File: src/rtl/rawchk_pkg.sv
package rawchk_pkg;

   // stage index inside the in-flight chain, youngest first
   localparam int STG_EX  = 0;
   localparam int STG_MEM = 1;
   localparam int STG_WB  = 2;
   localparam int STG_CNT = 3;

   // match code reported per source
   typedef enum logic [1:0] {
      SRC_NONE = 2'd0,
      SRC_EX   = 2'd1,
      SRC_MEM  = 2'd2,
      SRC_WB   = 2'd3
   } src_code_e;

endpackage

File: src/rtl/rawchk_cmp.sv
module rawchk_cmp #(
   parameter int REG_W = 5
) (
   input  logic [REG_W-1:0] src,
   input  logic             use_src,
   input  logic [REG_W-1:0] dst,
   input  logic             wen,
   output logic             hit
);

   logic dst_live;

   // register 0 is hardwired, never a real producer
   assign dst_live = wen && (dst != '0);
   assign hit      = use_src && dst_live && (src == dst);

endmodule

File: src/rtl/rawchk_unit.sv
module rawchk_unit
   import rawchk_pkg::*;
#(
   parameter int REG_W = 5,
   parameter int NCHK  = 2
) (
   input  logic [REG_W-1:0]           src_a,
   input  logic [REG_W-1:0]           src_b,
   input  logic                       use_a,
   input  logic                       use_b,
   input  logic [NCHK-1:0][REG_W-1:0] stg_dst,
   input  logic [NCHK-1:0]            stg_wen,
   output logic                       stall,
   output logic [1:0]                 code_a,
   output logic [1:0]                 code_b
);

   logic [NCHK-1:0] hit_a;
   logic [NCHK-1:0] hit_b;

   generate
      if (NCHK < 1 || NCHK > STG_CNT) begin : g_bad_nchk
         $error("rawchk_unit: NCHK must lie in 1..3");
      end
      for (genvar s = 0; s < NCHK; s++) begin : g_stage
         rawchk_cmp #(.REG_W(REG_W)) u_cmp_a (
            .src(src_a), .use_src(use_a),
            .dst(stg_dst[s]), .wen(stg_wen[s]), .hit(hit_a[s])
         );
         rawchk_cmp #(.REG_W(REG_W)) u_cmp_b (
            .src(src_b), .use_src(use_b),
            .dst(stg_dst[s]), .wen(stg_wen[s]), .hit(hit_b[s])
         );
      end
   endgenerate

   // oldest first, so the youngest hit is written last and wins
   always_comb begin
      code_a = SRC_NONE;
      code_b = SRC_NONE;
      for (int s = NCHK - 1; s >= 0; s--) begin
         if (hit_a[s]) code_a = 2'(s + 1);
         if (hit_b[s]) code_b = 2'(s + 1);
      end
   end

   assign stall = (|hit_a) || (|hit_b);

endmodule

File: src/rtl/rawchk_pipe.sv
module rawchk_pipe
   import rawchk_pkg::*;
#(
   parameter int REG_W = 5
) (
   input  logic                          clk,
   input  logic                          rst_n,
   input  logic                          stall,
   input  logic [REG_W-1:0]              in_src_a,
   input  logic [REG_W-1:0]              in_src_b,
   input  logic                          in_use_a,
   input  logic                          in_use_b,
   input  logic [REG_W-1:0]              in_dst,
   input  logic                          in_wen,
   output logic [REG_W-1:0]              dec_src_a,
   output logic [REG_W-1:0]              dec_src_b,
   output logic                          dec_use_a,
   output logic                          dec_use_b,
   output logic [REG_W-1:0]              dec_dst,
   output logic                          dec_wen,
   output logic [STG_CNT-1:0][REG_W-1:0] stg_dst,
   output logic [STG_CNT-1:0]            stg_wen
);

   // decode register: frozen while stalled
   always_ff @(posedge clk) begin
      if (!rst_n) begin
         dec_src_a <= '0;
         dec_src_b <= '0;
         dec_use_a <= 1'b0;
         dec_use_b <= 1'b0;
         dec_dst   <= '0;
         dec_wen   <= 1'b0;
      end else if (!stall) begin
         dec_src_a <= in_src_a;
         dec_src_b <= in_src_b;
         dec_use_a <= in_use_a;
         dec_use_b <= in_use_b;
         dec_dst   <= in_dst;
         dec_wen   <= in_wen;
      end
   end

   // execute stage: bubble on stall
   always_ff @(posedge clk) begin
      if (!rst_n) begin
         stg_dst[STG_EX] <= '0;
         stg_wen[STG_EX] <= 1'b0;
      end else if (stall) begin
         stg_dst[STG_EX] <= '0;
         stg_wen[STG_EX] <= 1'b0;
      end else begin
         stg_dst[STG_EX] <= dec_dst;
         stg_wen[STG_EX] <= dec_wen;
      end
   end

   // later stages never stop
   generate
      for (genvar k = 1; k < STG_CNT; k++) begin : g_shift
         always_ff @(posedge clk) begin
            if (!rst_n) begin
               stg_dst[k] <= '0;
               stg_wen[k] <= 1'b0;
            end else begin
               stg_dst[k] <= stg_dst[k-1];
               stg_wen[k] <= stg_wen[k-1];
            end
         end
      end
   endgenerate

   a_r8_bubble: assert property (@(posedge clk) disable iff (!rst_n)
      stall |=> !stg_wen[STG_EX]);

   a_r8_hold: assert property (@(posedge clk) disable iff (!rst_n)
      stall |=> ($stable(dec_src_a) && $stable(dec_src_b) && $stable(dec_use_a)
                 && $stable(dec_use_b) && $stable(dec_dst) && $stable(dec_wen)));

   a_r10_advance: assert property (@(posedge clk) disable iff (!rst_n)
      !stall |=> (stg_wen[STG_EX] == $past(dec_wen))
                 && (!$past(dec_wen) || stg_dst[STG_EX] == $past(dec_dst)));

endmodule

File: src/rtl/rawchk_top.sv
module rawchk_top
   import rawchk_pkg::*;
#(
   parameter int REG_W         = 5,
   parameter bit WB_SAME_CYCLE = 1'b1
) (
   input  logic             clk,
   input  logic             rst_n,
   input  logic [REG_W-1:0] in_src_a,
   input  logic [REG_W-1:0] in_src_b,
   input  logic             in_use_a,
   input  logic             in_use_b,
   input  logic [REG_W-1:0] in_dst,
   input  logic             in_wen,
   output logic             stall,
   output logic [1:0]       match_a,
   output logic [1:0]       match_b,
   output logic             wb_wen,
   output logic [REG_W-1:0] wb_dst
);

   // writeback is checked only when the register file cannot pass a value within the cycle
   localparam int NCHK = WB_SAME_CYCLE ? 2 : 3;

   generate
      if (REG_W < 1) begin : g_bad_width
         $error("rawchk_top: REG_W must be at least 1");
      end
   endgenerate

   logic [REG_W-1:0]              dec_src_a;
   logic [REG_W-1:0]              dec_src_b;
   logic                          dec_use_a;
   logic                          dec_use_b;
   logic [REG_W-1:0]              dec_dst;
   logic                          dec_wen;
   logic [STG_CNT-1:0][REG_W-1:0] stg_dst;
   logic [STG_CNT-1:0]            stg_wen;

   rawchk_pipe #(.REG_W(REG_W)) u_pipe (
      .clk(clk), .rst_n(rst_n), .stall(stall),
      .in_src_a(in_src_a), .in_src_b(in_src_b),
      .in_use_a(in_use_a), .in_use_b(in_use_b),
      .in_dst(in_dst), .in_wen(in_wen),
      .dec_src_a(dec_src_a), .dec_src_b(dec_src_b),
      .dec_use_a(dec_use_a), .dec_use_b(dec_use_b),
      .dec_dst(dec_dst), .dec_wen(dec_wen),
      .stg_dst(stg_dst), .stg_wen(stg_wen)
   );

   rawchk_unit #(.REG_W(REG_W), .NCHK(NCHK)) u_unit (
      .src_a(dec_src_a), .src_b(dec_src_b),
      .use_a(dec_use_a), .use_b(dec_use_b),
      .stg_dst(stg_dst[NCHK-1:0]), .stg_wen(stg_wen[NCHK-1:0]),
      .stall(stall), .code_a(match_a), .code_b(match_b)
   );

   assign wb_wen = stg_wen[STG_WB];
   assign wb_dst = stg_dst[STG_WB];

   a_r9_match_stalls: assert property (@(posedge clk) disable iff (!rst_n)
      (match_a != SRC_NONE || match_b != SRC_NONE) |-> stall);

   a_r9_stall_has_match: assert property (@(posedge clk) disable iff (!rst_n)
      stall |-> (match_a != SRC_NONE || match_b != SRC_NONE));

   a_r5_zero_src: assert property (@(posedge clk) disable iff (!rst_n)
      (dec_src_a == '0) |-> (match_a == SRC_NONE));

   a_r6_unused_src: assert property (@(posedge clk) disable iff (!rst_n)
      (!dec_use_b) |-> (match_b == SRC_NONE));

   generate
      if (WB_SAME_CYCLE) begin : g_wb_free
         a_r4_no_wb_code: assert property (@(posedge clk) disable iff (!rst_n)
            (match_a != SRC_WB) && (match_b != SRC_WB));
      end
   endgenerate

endmodule

File: config.mk
export PLATFORM = sky130hd
export DESIGN_NAME = rawchk_top
export DESIGN_NICKNAME = d
export VERILOG_FILES = /design/src/rtl/rawchk_pkg.sv /design/src/rtl/rawchk_cmp.sv /design/src/rtl/rawchk_unit.sv /design/src/rtl/rawchk_pipe.sv /design/src/rtl/rawchk_top.sv
export SDC_FILE = /design/constraint.sdc
export NUM_CORES = 1
export LEC_CHECK = 0
export CAP_MARGIN = 20
export CORE_MARGIN = 5
export CORE_UTILIZATION = 54
export DETAILED_ROUTE_END_ITERATION = 8
export PLACE_DENSITY = 0.93
export SYNTH_ARGS = -nofsm -noshare
export SYNTH_HDL_FRONTEND = slang
export SYNTH_SLANG_ARGS = --single-unit
File: constraint.sdc
create_clock -name clk -period 4.55 [get_ports clk]
set_clock_uncertainty 0.1 [all_clocks]
set_input_delay 0.91 -clock clk [delete_from_list [all_inputs] [get_ports clk]]
set_output_delay 0.91 -clock clk [all_outputs]
set_load 0.02 [all_outputs]
### Word level (Yosys, flattened, before mapping)

Cells that the tools add are included.

* equality and inequality tests: 4
* mux-type cells: 4
* bitwise logic cells: 1
* reductions and logical operators: 16

Operators with widths (count)
* 5-bit equality test: 4
* 1-bit logical AND: 10
* 5-bit nonzero test: 2
* 2-bit 2-to-1 mux: 4
* 2-bit OR reduction: 3
* 1-bit logical OR: 1
* 1-bit NOT: 1

* bits in registers: 36
* input bits: 20
* output and inout port bits: 11
* word-level logic and storage cells: 37

### Longest topological paths before layout

Gate-level depths: netlist of the first run.

* word-level depth: 7
* depth in mapped cells: 6

### By module

Synthesis of the first run repeated with hierarchy kept, for this count alone.

* cell total of the unflattened synthesis: 141
* area total of the unflattened synthesis: 1520.2 um^2

By module, submodules not included
* rawchk_pipe: instances 1, cells each 96, area each 1177.4 um^2, sequential area each 720.7 um^2
* rawchk_cmp: instances 4, cells each 10, area each 76.3 um^2, sequential area each 0.0 um^2
* rawchk_unit: instances 1, cells each 5, area each 37.5 um^2, sequential area each 0.0 um^2

### Worst setup path after synthesis of the first run

Ideal clock, no wire load.

* kind: register to output
* start: reg u_pipe.stg_dst[7] (netlist bit)
* end: out stall
* arrival time: 1.775 ns
* path slack: 1.765 ns
* stages on the path, launching flop included: 7
* path through: dfxtp_1 or4_1 o21ai_1 nor3_1 nor4b_4 buf_6 inv_1

* longest elaborated chain between the ends: 6

RTL lines
* start: declaration: RTL line rawchk_pipe.sv:21 `output logic [STG_CNT-1:0][REG_W-1:0] stg_dst,`
* start signal: indexed assignment: RTL line rawchk_pipe.sv:66 `stg_dst[k] <= stg_dst[k-1];`
* 5-bit nonzero test: RTL line rawchk_cmp.sv:14 `assign dst_live = wen && (dst != '0);`
* 1-bit logical AND: RTL line rawchk_cmp.sv:14
* 1-bit logical AND (2 in a row): RTL line rawchk_cmp.sv:15 `assign hit = use_src && dst_live && (src == dst);`
* 2-bit OR reduction: RTL line rawchk_unit.sv:47 `assign stall = (|hit_a) || (|hit_b);`
* 1-bit logical OR (*): RTL line rawchk_unit.sv:47
* end: declaration: RTL line rawchk_top.sv:15 `output logic stall,`

Every way passes the cells marked *; elsewhere a longest branch is shown, timed or not.

### Worst setup path in the final report of the first run

Ends and elaborated chain as after synthesis.

==> results of run 1 <==
## flip-flops by register name (all words and copies together), names as in the netlist
register / cells
u_pipe.dec_dst: 5
u_pipe.dec_src_a: 5
u_pipe.dec_src_b: 5
u_pipe.dec_use_a: 1
u_pipe.dec_use_b: 1
u_pipe.dec_wen: 1
u_pipe.stg_dst: 15
u_pipe.stg_wen: 3
## area by class of cell
type	instances	share of cell area [%]
flip-flops and latches	36	37.8
inverters	1	0.197
clock inverters	1	1.58
repair buffers	32	16.6
well taps	31	2.04
multi-input cells	110	38.4
clock buffers	7	3.42
## final timing paths
| check | startpoint | endpoint | cells after the start |
|---|---|---|---|
| setup / recovery | u_pipe.stg_dst[7]$_SDFF_PN0_ | stall | 6 |
| setup reg to reg | u_pipe.stg_dst[7]$_SDFF_PN0_ | u_pipe.dec_wen$_SDFFE_PN0N_ | 6 |
| hold / removal | u_pipe.dec_dst[2]$_SDFFE_PN0N_ | u_pipe.dec_dst[2]$_SDFFE_PN0N_ | 2 |
| hold reg to reg | u_pipe.dec_dst[2]$_SDFFE_PN0N_ | u_pipe.dec_dst[2]$_SDFFE_PN0N_ | 2 |
## worst reg2reg max path, cell delays in order, from the launching register on
cell and delay [ps]:
dfxtp_1 370, or4_1 530, o21ai_1 160, nor3_1 120
nor4b_4 330, buf_4 380, mux2i_1 250
## kinds of logic after synthesis
kind of cell / Yosys count / share of synthesized area, %
simple gates: 70 / 23.3
flops: 36 / 46.4
xor+xnor: 20 / 11.3
mux: 18 / 11.6
buf+inv: 16 / 6.53
compound gates: 2 / 0.886
## power by group through the flow
stage | combinational [mW] | clock (mW) | sequential, mW
after CTS | 0.0629 | 0.253 | 0.342
after global routing | 0.0691 | 0.268 | 0.344
after floorplan | 0.0392 | 0 | 0.345
after global placement | 0.0598 | 0 | 0.348
final | 0.0625 | 0.249 | 0.342
after detailed placement | 0.0626 | 0 | 0.349
## synthesized netlist by cell type, drive strengths merged
cell type	instances	area share, %
nor4	1	0.40
clkbuf	6	1.5
nor4b	1	1.5
xnor2	16	9.0
or4	2	0.97
nand2	39	9.4
dfxtp	36	46
nor3	3	1.3
mux2i	18	12
nand4	3	1.2
buf	9	4.8
nor2	1	0.24
and2	12	4.8
inv	1	0.24
o21ai	2	0.89
xor2	4	2.3
and3	6	2.4
nor2b	1	0.40
nand4b	1	0.56
## through the flow
step / setup WS (ps) / area [um2] / util [%]
floorplan: 1770 / 1550 / -
global placement: 1510 / 1810 / 65.6
detailed placement: 1440 / 1810 / 65.6
CTS: 1060 / 1900 / 69.1
global route: 942 / 1900 / 69.1
finish: 1080 / 1900 / 69.1
## routing by layer
| layer | up-vias | part of all wire [%] |
|---|---|---|
| met5 | - | 0 |
| met4 | 0 | 2.1 |
| met3 | 7 | 6.3 |
| met2 | 32 | 48 |
| met1 | 510 | 43 |
| li1 | 566 | - |
## placed cells by master (no fill, tap or decap), types with 2 or more instances in the layout
master	synthesis	layout
clkbuf_4	0	5
buf_4	7	2
nand2_1	39	39
mux2i_1	18	18
or4_1	2	2
xor2_1	4	4
clkbuf_8	0	2
clkdlybuf4s50_1	0	30
nand4_1	3	3
nor3_1	2	2
xnor2_1	16	16
and3_1	6	6
and2_1	12	12
dfxtp_1	36	36
==> flow_summary_export.csv, run 1 <==
group,metric,value,unit
status,status,"finished clean",
synthesis,netlist_instances,162,
critical_path,end_kind,"primary output",
power_and_ir_drop,p_seq_share,52.3,%
timing,final-max-slew-violation-count,0,
clock_tree,cts.repair.resized,0,
route,vias_per_cell,5.11,
clock_tree,htree_levels,2,
floorplan,die_x,63.6,um
global_routing,grt_max_degree,51,
timing,fin_setup_tns,0,ps
placed_design,dpl.hpwl,2220,um
cells_and_area,synthToLayoutAreaGrowth,22.6,%
clock_tree,hold_buffers,0,
global_routing,track_usage,16.2,%
critical_path,crit_buf_inv,2,
critical_path,crit_type,"reg2out",
synthesis,netlist-cell-type-count,22,
power_and_ir_drop,p_sw,142,uW
synthesis,seq_area_frac_synth,46.4,%
min_path,hold_class,"reg2reg",
timing,period_share,76.3,%
placed_design,place.gp.congestion,0.902,
synthesis,ys_seq_elements,36,
power_and_ir_drop,sw_frac_of_total,21.7,%
synthesis,synth_warnings,0,
route,drt-pass1-iter-count,4,
clock_tree,numCtsBuffers,5,
floorplan,rows,19,
global_routing,grt_pass1_wl,5140,um
power_and_ir_drop,combPwrFrac,9.6,%
global_routing,use_met2,26.8,%
critical_path,path_delay_family,"simple AND/OR/NAND/NOR gates",
cells_and_area,nFillCells,209,
clock_tree,post-cts-setup-buffers,0,
cells_and_area,finalNonFillerCells,218,
flow_run,cap_viol_max_count,0,
critical_path,worstSetupStartpointType,"flip-flop",
placed_design,dp_cells,210,
route,drtIter0Drc,18,
clock_tree,clk_path_buf_depth,2,
synthesis,syn_nets,182,
critical_path,crit_fanout,4,
clock_tree,cts_sinks,36,
power_and_ir_drop,ir_drop,312,uV
synthesis,syn_area,0.00155,mm2
clock_tree,clockRootBuffer,"clkbuf_4",
route,ant_nets,0,
route,drc,0,
critical_path,crit_arrival,2460,ps
clock_tree,tritoncts,"built",
cells_and_area,fin_nets,206,
timing,fmax,0.288,GHz
floorplan,io_pins,31,
critical_path,max_stage_delay,540,ps
cells_and_area,drive_gt1_share,6.95,%
synthesis,synth.avg_cell_area,9.58,um2
global_routing,grt-ovfl-total,0,
global_routing,gr-max-usage-layer,"met2",
power_and_ir_drop,clkPwrFrac,38.1,%
critical_path,crit_chain,"or4_1 -> o21ai_1 -> nor3_1 -> nor4b_4 -> inv_1 -> clkdlybuf4s50_1",
cells_and_area,multi_input_area,731,um2
global_routing,grt_pass1_vias,1157,
timing,setup_viol,0,
global_routing,antenna_found_initial,0,
power_and_ir_drop,leakagePower,0.886,nW
route,routed_wirelength,3000,um
timing,rsz0062_at_grt,"false",
timing,period_needed,3470,ps
timing,hold_viol_final,0,
power_and_ir_drop,power_density,343,mW/mm2
clock_tree,clk_pin_slew,100,ps
global_routing,grtUsageMet3,5.86,%
route,routedWlPerCell,13.8,um
floorplan,die-area,0.00405,mm2
floorplan,core,0.00276,mm2
clock_tree,clkLatencyLatePin,330,ps
critical_path,rrSetupSlack,2230,ps
global_routing,grt_util_met1,18.0,%
critical_path,required,3540,ps
critical_path,slowest_stage,"clkdlybuf4s50_1",
power_and_ir_drop,total_power,654,uW
floorplan,start_util,56.3,%
placed_design,portBuffers,30,
route,num_vias,1115,
floorplan,die_y,63.6,um
cells_and_area,regArea,721,um2
cells_and_area,diodes,0,
power_and_ir_drop,internal_power,512,uW
timing,max_slew_margin,64.1,%
timing,fin_hold_ws,360,ps
timing,tightestPinTransition,534,ps
Note: power is estimated with default switching activity, not from simulation.
==> run 2: changes to the inputs <==
--- a/config.mk
+++ b/config.mk
@@ -7,9 +7,9 @@
 export LEC_CHECK = 0
 export CAP_MARGIN = 20
 export CORE_MARGIN = 5
-export CORE_UTILIZATION = 54
+export CORE_UTILIZATION = 45
 export DETAILED_ROUTE_END_ITERATION = 8
-export PLACE_DENSITY = 0.93
+export PLACE_DENSITY = 0.84
 export SYNTH_ARGS = -nofsm -noshare
 export SYNTH_HDL_FRONTEND = slang
 export SYNTH_SLANG_ARGS = --single-unit
==> constraint.sdc (replaced) <==
create_clock -name clk -period 2.91 [get_ports clk]
set_clock_uncertainty 0.1 [all_clocks]
set_input_delay 0.582 -clock clk [delete_from_list [all_inputs] [get_ports clk]]
set_output_delay 0.582 -clock clk [all_outputs]
set_load 0.02 [all_outputs]
==> run 2 against run 1 <==
Global-route usage shrank 3.3 points. Wire length decreased by 12%. Non-clock buffer count did not move. Sequential power increased by 56%. Combinational power increased by 55%. Critical endpoint is now match_b[0].
==> flow_summary_export.csv, run 2 (same netlist as run 1, synthesis figures left out) <==
group,metric,value,unit
cells_and_area,diodes,0,
clock_tree,clockRootBuffer,"clkbuf_4",
cells_and_area,layout_commonest_cell,"nand2_1",
floorplan,core,0.00334,mm2
floorplan,start_util,46.5,%
power_and_ir_drop,leakagePower,0.897,nW
clock_tree,numCtsBuffers,5,
critical_path,slowest_stage,"or4_1",
global_routing,grt_util_met1,14.6,%
placed_design,dpl.hpwl,2030,um
route,routedWlPerCell,11.4,um
global_routing,grt-ovfl-total,0,
status,status,"finished clean",
global_routing,grt_pass1_vias,1051,
route,routed_wirelength,2650,um
clock_tree,post-cts-setup-buffers,0,
timing,hold_viol_final,0,
timing,rsz0062_at_grt,"false",
clock_tree,clk_path_buf_depth,2,
route,ant_nets,0,
placed_design,pre_cts_slack,132,ps
flow_run,cap_viol_max_count,0,
power_and_ir_drop,power_density,527,mW/mm2
critical_path,end_kind,"primary output",
timing,fin_setup_tns,0,ps
clock_tree,clk_pin_slew,100,ps
power_and_ir_drop,ir_drop,256,uV
cells_and_area,synthToLayoutAreaGrowth,23.7,%
timing,setup_viol,0,
route,drtIter0Drc,52,
global_routing,grt_pass1_wl,4490,um
min_path,hp-start,"u_pipe.dec_wen$_SDFFE_PN0N_",
cells_and_area,largest_register_ff_count,15,
floorplan,die-area,0.00473,mm2
min_path,hold_class,"reg2reg",
cells_and_area,final_cell_mix,"nand2_1 (39), dfxtp_1 (36), clkdlybuf4s50_1 (27)",
cells_and_area,top_register,"u_pipe.stg_dst",
timing,tightestPinTransition,445,ps
timing,period_needed,2780,ps
global_routing,gr-max-usage-layer,"met2",
route,drc,0,
critical_path,max_stage_delay,550,ps
critical_path,crit_fanout,4,
timing,max_slew_margin,70.3,%
clock_tree,clkLatencyLatePin,330,ps
critical_path,crit_buf_inv,1,
timing,setup_slack,129,ps
floorplan,io_pins,31,
clock_tree,cts_sinks,36,
timing,final-max-slew-violation-count,0,
critical_path,startpoint,"u_pipe.stg_dst[0]$_SDFF_PP0_",
critical_path,path_delay_family,"simple AND/OR/NAND/NOR gates",
critical_path,reg2reg_from,"u_pipe.stg_dst[0]$_SDFF_PP0_",
cells_and_area,final_util,57.6,%
critical_path,required,2230,ps
timing,period_share,95.6,%
placed_design,place.gp.congestion,0.888,
global_routing,track_usage,12.9,%
clock_tree,htree_levels,2,
global_routing,use_met2,22.3,%
route,num_vias,1085,
clock_tree,tritoncts,"built",
power_and_ir_drop,total_power,1.01,mW
timing,fmax,0.360,GHz
floorplan,die_x,68.7,um
cells_and_area,drive_gt1_share,8.02,%
global_routing,antenna_found_initial,0,
critical_path,crit_arrival,2100,ps
clock_tree,hold_buffers,0,
floorplan,die_y,68.7,um
critical_path,crit_chain,"or4_1 -> o21ai_2 -> nor3_2 -> clkdlybuf4s50_1",
global_routing,grtUsageMet3,3.89,%
placed_design,portBuffers,30,
floorplan,rows,21,
critical_path,worstSetupStartpointType,"flip-flop",
route,drt-pass1-iter-count,4,
critical_path,crit_type,"reg2out",
cells_and_area,fin_nets,206,
route,vias_per_cell,4.66,
global_routing,grt_max_degree,55,
==> run 2: layout make-up <==
cell class	instances	area [um2]
Clock buffer	7	65.1
Clock inverter	1	30.0
Fill cell	316	1420
Inverter	1	3.75
Multi-Input combinational cell	110	736
Sequential cell	36	721
Tap cell	46	57.6
Timing Repair Buffer	32	308
==> run 2: metrics by stage <==
| stage | area, um2 | std cells | hold slack [ps] |
|---|---|---|---|
| 2_1_floorplan | 1550 | 162 | 330 |
| 3_3_place_gp | 1830 | 225 | 340 |
| 3_5_place_dp | 1830 | 225 | 350 |
| 4_1_cts | 1920 | 233 | 365 |
| 5_1_grt | 1920 | 233 | 393 |
| 6_report | 1920 | 233 | 363 |
==> run 2: path summary, 6_finish.rpt <==
| path | cells past startpoint | slack, ps | to |
|---|---|---|---|
| worst min register to register | 2 | 360 | u_pipe.dec_wen$_SDFFE_PN0N_ |
| worst max register to register | 6 | 580 | u_pipe.dec_src_b[0]$_SDFFE_PN0N_ |
| worst max-delay path | 4 | 130 | match_b[0] |
| worst min-delay path | 2 | 360 | u_pipe.dec_wen$_SDFFE_PN0N_ |
==> run 2: layer usage <==
metal	vias to the layer above	share of wire, %
li1	570	-
met1	482	45
met2	26	47
met3	7	5.4
met4	0	2.7
met5	-	0
==> run 2: what timing repair did <==
action,CTS,global route
endpoints found under the hold margin,0,0
resized for setup,3,3
pin swaps,0,2
setup endpoints to repair,3,2
==> run 2: power breakdown <==
| group | internal [mW] | total [mW] | switching [mW] |
|---|---|---|---|
| Sequential | 0.514 | 0.533 | 0.0194 |
| Clock | 0.228 | 0.382 | 0.154 |
| Combinational | 0.0578 | 0.0966 | 0.0388 |
==> run 2: worst register-to-register path, stage by stage, from the launching register on <==
cell     delay, ps
dfxtp_1        360
or4_1          550
o21ai_2        210
nor3_2         100
nor4b_4        320
buf_4          380
mux2i_1        230
